## src/rtl/upt_pkg.sv

```systemverilog
package upt_pkg;

    typedef enum logic [1:0] {
        SEL_COUNT   = 2'd0,
        SEL_HANDLER = 2'd1,
        SEL_SKIP    = 2'd2,
        SEL_NONE    = 2'd3
    } reg_sel_e;

endpackage

```

## src/rtl/upt_cfg_regs.sv

```systemverilog
module upt_cfg_regs #(
    parameter int XLEN = 32
) (
    input  logic            clk,
    input  logic            rst_n,
    input  logic            we,
    input  logic [1:0]      sel,
    input  logic [XLEN-1:0] wdata,
    output logic [XLEN-1:0] handler,
    output logic [XLEN-1:0] skip
);
    import upt_pkg::*;

    typedef struct packed {
        logic [XLEN-1:0] handler;
        logic [XLEN-1:0] skip;
    } cfg_t;

    cfg_t st_d, st_q;

    always_comb begin
        st_d = st_q;
        if (we && sel == SEL_HANDLER) st_d.handler = wdata;
        if (we && sel == SEL_SKIP)    st_d.skip    = wdata;
    end

    always_ff @(posedge clk) begin
        if (!rst_n) st_q <= '0;
        else        st_q <= st_d;
    end

    assign handler = st_q.handler;
    assign skip    = st_q.skip;

endmodule

```

## src/rtl/upt_countdown.sv

```systemverilog
module upt_countdown #(
    parameter int CW = 16
) (
    input  logic          clk,
    input  logic          rst_n,
    input  logic          load,
    input  logic [CW-1:0] load_val,
    input  logic          hold,
    output logic [CW-1:0] count,
    output logic          armed,
    output logic          fire
);
    localparam logic [CW-1:0] ONE = CW'(1);

    typedef struct packed {
        logic [CW-1:0] count;
        logic          armed;
    } cnt_t;

    cnt_t st_d, st_q;

    always_comb begin
        st_d = st_q;
        fire = 1'b0;
        if (load) begin
            st_d.count = load_val;
            st_d.armed = (load_val != '0);
        end else if (st_q.armed && !hold) begin
            st_d.count = st_q.count - ONE;
            if (st_q.count == ONE) begin
                st_d.armed = 1'b0;
                fire       = 1'b1;
            end
        end
    end

    always_ff @(posedge clk) begin
        if (!rst_n) st_q <= '0;
        else        st_q <= st_d;
    end

    assign count = st_q.count;
    assign armed = st_q.armed;

    // one step per clock while running
    a_r3_step: assert property (@(posedge clk) disable iff (!rst_n)
        (armed && !hold && !load && count > ONE) |=> (armed && count == $past(count) - ONE));

    // a zero load leaves the timer idle
    a_r9_zero_load: assert property (@(posedge clk) disable iff (!rst_n)
        (load && load_val == '0) |=> (!armed && count == '0));

    // an idle timer always shows zero
    a_r6_idle_zero: assert property (@(posedge clk) disable iff (!rst_n)
        !armed |-> count == '0);

    // frozen while a request waits
    a_r8_freeze: assert property (@(posedge clk) disable iff (!rst_n)
        (hold && !load) |=> $stable(count));

endmodule

```

## src/rtl/upt_redirect.sv

```systemverilog
module upt_redirect #(
    parameter int XLEN = 32
) (
    input  logic            clk,
    input  logic            rst_n,
    input  logic            fire,
    input  logic [XLEN-1:0] handler,
    input  logic [XLEN-1:0] skip,
    input  logic [XLEN-1:0] cur_pc,
    input  logic [XLEN-1:0] cur_sp,
    input  logic            ack,
    output logic            valid,
    output logic [XLEN-1:0] target,
    output logic [XLEN-1:0] resume,
    output logic [XLEN-1:0] sp_out
);
    typedef struct packed {
        logic            valid;
        logic [XLEN-1:0] target;
        logic [XLEN-1:0] resume;
        logic [XLEN-1:0] sp;
    } req_t;

    req_t st_d, st_q;

    always_comb begin
        st_d = st_q;
        if (st_q.valid && ack) st_d.valid = 1'b0;
        if (fire) begin
            st_d.valid  = 1'b1;
            st_d.target = handler;
            st_d.resume = cur_pc;
            st_d.sp     = cur_sp - skip;
        end
    end

    always_ff @(posedge clk) begin
        if (!rst_n) st_q <= '0;
        else        st_q <= st_d;
    end

    assign valid  = st_q.valid;
    assign target = st_q.target;
    assign resume = st_q.resume;
    assign sp_out = st_q.sp;

    // request and payload hold until acknowledged
    a_r7_hold: assert property (@(posedge clk) disable iff (!rst_n)
        (valid && !ack) |=> (valid && $stable(target) && $stable(resume) && $stable(sp_out)));

    // acknowledge releases the request
    a_r7_release: assert property (@(posedge clk) disable iff (!rst_n)
        (valid && ack && !fire) |=> !valid);

    // payload taken from the expiry cycle
    a_r5_capture: assert property (@(posedge clk) disable iff (!rst_n)
        fire |=> (valid && target == $past(handler) && resume == $past(cur_pc)
                  && sp_out == $past(cur_sp) - $past(skip)));

endmodule

```

## src/rtl/upt_timer.sv

```systemverilog
module upt_timer #(
    parameter int XLEN = 32,
    parameter int CW   = 16
) (
    input  logic            clk,
    input  logic            rst_n,
    input  logic            reg_we,
    input  logic [1:0]      reg_addr,
    input  logic [XLEN-1:0] reg_wdata,
    output logic [XLEN-1:0] reg_rdata,
    input  logic [XLEN-1:0] cur_pc,
    input  logic [XLEN-1:0] cur_sp,
    output logic            redir_valid,
    input  logic            redir_ack,
    output logic [XLEN-1:0] redir_target,
    output logic [XLEN-1:0] redir_resume_pc,
    output logic [XLEN-1:0] redir_sp
);
    import upt_pkg::*;

    logic [XLEN-1:0] handler;
    logic [XLEN-1:0] skip;
    logic [CW-1:0]   count;
    logic            armed;
    logic            fire;
    logic            load;

    assign load = reg_we && (reg_addr == SEL_COUNT);

    upt_cfg_regs #(.XLEN(XLEN)) u_cfg (
        .clk     (clk),
        .rst_n   (rst_n),
        .we      (reg_we),
        .sel     (reg_addr),
        .wdata   (reg_wdata),
        .handler (handler),
        .skip    (skip)
    );

    upt_countdown #(.CW(CW)) u_cnt (
        .clk      (clk),
        .rst_n    (rst_n),
        .load     (load),
        .load_val (reg_wdata[CW-1:0]),
        .hold     (redir_valid),
        .count    (count),
        .armed    (armed),
        .fire     (fire)
    );

    upt_redirect #(.XLEN(XLEN)) u_redir (
        .clk     (clk),
        .rst_n   (rst_n),
        .fire    (fire),
        .handler (handler),
        .skip    (skip),
        .cur_pc  (cur_pc),
        .cur_sp  (cur_sp),
        .ack     (redir_ack),
        .valid   (redir_valid),
        .target  (redir_target),
        .resume  (redir_resume_pc),
        .sp_out  (redir_sp)
    );

    always_comb begin
        reg_rdata = '0;
        case (reg_addr)
            SEL_COUNT:   reg_rdata[CW-1:0] = count;
            SEL_HANDLER: reg_rdata = handler;
            SEL_SKIP:    reg_rdata = skip;
            default:     reg_rdata = '0;
        endcase
    end

    // no second expiry while a request is outstanding
    a_r8_no_double: assert property (@(posedge clk) disable iff (!rst_n)
        fire |-> !redir_valid);

    // an expiry leaves the timer disarmed
    a_r6_disarm: assert property (@(posedge clk) disable iff (!rst_n)
        (fire && !load) |=> !armed);

endmodule

```

## config.mk

```make
export PLATFORM = sky130hd
export DESIGN_NAME = upt_timer
export DESIGN_NICKNAME = d
export VERILOG_FILES = /design/src/rtl/upt_pkg.sv /design/src/rtl/upt_cfg_regs.sv /design/src/rtl/upt_countdown.sv /design/src/rtl/upt_redirect.sv /design/src/rtl/upt_timer.sv
export SDC_FILE = /design/constraint.sdc
export NUM_CORES = 1
export LEC_CHECK = 0
export BUFFER_PORTS_ARGS = -buffer_cell sky130_fd_sc_hd__buf_2
export CORE_AREA = 2 2 161 116
export CTS_CLUSTER_DIAMETER = 100
export CTS_CLUSTER_SIZE = 40
export DETAILED_ROUTE_END_ITERATION = 12
export DIE_AREA = 0 0 163 118
export PLACE_DENSITY = 0.77
export SLEW_MARGIN = 10
export SYNTH_ARGS = -nofsm -noshare
export SYNTH_HDL_FRONTEND = slang
export SYNTH_HIERARCHICAL = 1
export SYNTH_SLANG_ARGS = --single-unit
```

## constraint.sdc

```tcl
create_clock -name clk -period 4.4 [get_ports clk]
set_input_delay 0.88 -clock clk [delete_from_list [all_inputs] [get_ports clk]]
set_output_delay 0.88 -clock clk [all_outputs]
set_load 0.005 [all_outputs]
```

==> results.ini <==
[run_status]
status=finished clean

[cts]
post_cts_resized=0
cts-root-buf=clkbuf_16
cts_setup_buffers=0
cts_buffers=17
cts_buffer_depth=2
htree_levels=4
cts_sinks=178
insertion_delay_ns=0.43
clk_pin_slew_worst_paths_ns=0.07
cts_tree=built
cts_hold_buf=0

[power]
powerDensity_mw_per_mm2=331
ir_worst_vdd_uv=262
p_leak_nw=4.68

[floorplanning]
core-area_mm2=0.0177
die_x_um=163
initial_core_util_pct=52.9
die_h_um=118
design.die.area_mm2=0.0192
rows=41
io_pins=231

[routing]
drc=0
avgViaCountPerCell=5.52
drt_iter0_drc=798
vias=8203
drt_first_pass_iters=5
wirelength_mm=25.9
wl_per_cell_um=17.5
antenna_left=0

[synthesis]
synth_fp_nets=1185
avgSynthCellArea_um2=8.96
synthArstFlopShare_pct=0
synthesis.area_mm2=0.00937
syn_inst=1045
synth.distinct_cells=65
yosys_most_used_dff=dfxtp_1
netlist.area_leader.share_pct=38.0
ys_seq_elements=178
ys_seq_area_share_pct=38.0
synthTopCellsByArea=dfxtp_1 (38%), mux2i_1 (15%), nor2b_1 (6.5%)
synth-edff-count=0
synth_top_area_cell=dfxtp_1
synth_warnings=6

[global_route]
grt_pass1_vias=7503
grt_max_degree=75
grt_pass1_wl_mm=39.9
antenna_found_initial=0
grt_remaining_overflow=0
grt_usage_pct=26.1

[worst_setup_path]
crit_type=input port to primary output
cp.arrival_ns=2.59
start_kind=input port
r2r_slack_ns=1.56
end_kind=primary output
critPathRequiredTime_ns=3.52
worstPathMaxFanout=17

[timing]
rsz0062_at_grt=no
timing.final.max_slew_violations=0
fin_skew_ns=0.0122
fin_setup_tns_ns=0
whs_ns=0.447
worst_pin_slew_ns=1.10
post-route-min-period_ns=3.47
relSlewSlack_pct=26.9
fin_crit_sh_pct=79.0
finalSetupViolations=0
hold_viol=0
fmax_mhz=288

[place]
place_inst=1453
detailed_place_hpwl_mm=18.9
numPortBuffers=230
routabilityCongestion=0.904

[layout]
layout-drive-gt1-share_pct=23.1
area_growth_pct=18.5
final_common_cell=buf_2
layoutNonFillerInstCount=1485
layout_common_cells=buf_2 (229), dfxtp_1 (178), nand2_1 (144), mux2i_1 (137), nor2b_1 (97)
final_nets=1376
fin_util_pct=62.7
antenna_cells=0

[worst_hold_path]
hold_class=flop to flop

[run]
maxCapViolCount=0

==> cell type report <==
class / instances / area (um2)
repair buffers: 240 / 1250
clock inverters: 15 / 145
clock buffers: 17 / 425
well taps: 236 / 295
inverters: 41 / 154
flip-flops and latches: 178 / 3560
fillers: 1569 / 6600
multi-input cells: 758 / 5260
==> worst paths after layout <==
check	cells past startpoint	end	start
hold / removal	2	u_redir/sp_out[31]$_SDFFE_PN0P_	u_redir/sp_out[31]$_SDFFE_PN0P_
hold reg to reg	2	u_redir/sp_out[31]$_SDFFE_PN0P_	u_redir/sp_out[31]$_SDFFE_PN0P_
setup reg to reg	7	u_redir/resume[13]$_SDFFE_PN0P_	u_cnt/count[2]$_SDFFE_PN0P_
setup / recovery	7	reg_rdata[28]	reg_addr[0]
==> logic make-up (layout without fill, tap and decap cells) <==
kind of cell | Yosys count | after routing | share of synthesized area (%)
compound gates | 187 | 187 | 13.5
fa+ha+maj | 38 | 38 | 5.16
buf+inv | 109 | 313 | 5.85
simple gates | 360 | 360 | 19.4
mux | 137 | 137 | 14.6
xor+xnor | 36 | 36 | 3.37
flops | 178 | 178 | 38.0
==> cells in the mapped netlist (all sizes together), types with 2 or more instances <==
master / count
or4b: 2
buf: 36
o211a: 5
o21bai: 5
o211ai: 5
nand3: 18
and2: 2
nand4: 10
or3: 5
nand2: 144
a222oi: 16
or4: 4
xnor2: 15
a31oi: 8
nor4b: 4
a21oi: 51
a22oi: 16
nand3b: 6
o31ai: 3
or2: 2
nor3: 10
mux2i: 137
a21o: 11
dfxtp: 178
xor2: 21
a211oi: 4
o21a: 6
nor2: 37
o2111ai: 3
and3: 2
nor2b: 97
clkbuf: 32
nand2b: 6
nor4: 7
a21boi: 3
ha: 37
inv: 41
a2111oi: 2
o21ai: 43
==> per-layer routing <==
layer / track usage (%) / vias up / share of wire [%]
li1: - / 4034 / -
met1: 38.7 / 3784 / 48
met2: 37.2 / 365 / 41
met3: 6.98 / 20 / 10
met4: 6.75 / 0 / 0.92
met5: 0 / - / 0
==> power by group <==
group          total, mW  internal, mW  switching (mW)
registers           1.69          1.65          0.0409
clock network       1.47         0.751           0.719
logic              0.520         0.216           0.304
total               3.68          2.61            1.06
==> per-stage QoR <==
stage | worst slack [ns] | area, um2 | total power, mW
2_1_floorplan | 0.957 | 9370 | 2.08
3_3_place_gp | 0.996 | 10500 | 2.23
3_5_place_dp | 0.945 | 10500 | 2.23
4_1_cts | 0.990 | 11100 | 3.70
5_1_grt | 0.859 | 11100 | 3.83
6_report | 0.926 | 11100 | 3.68
==> worst max-delay path, stage by stage <==
cell and delay [ns]:
buf_2 0.13, inv_1 0.08, ha_1 0.66, buf_4 0.36, a22oi_1 0.12, nor2b_1 0.21, buf_2 0.15
==> state kept, by name (all words and copies together), names as in the netlist <==
name,cells
u_redir/valid,1
u_redir/resume,32
u_cnt/count,16
u_redir/target,32
u_cnt/armed,1
u_cfg/skip,32
u_cfg/handler,32
u_redir/sp_out,32
Power figures use the tool's default switching activity.
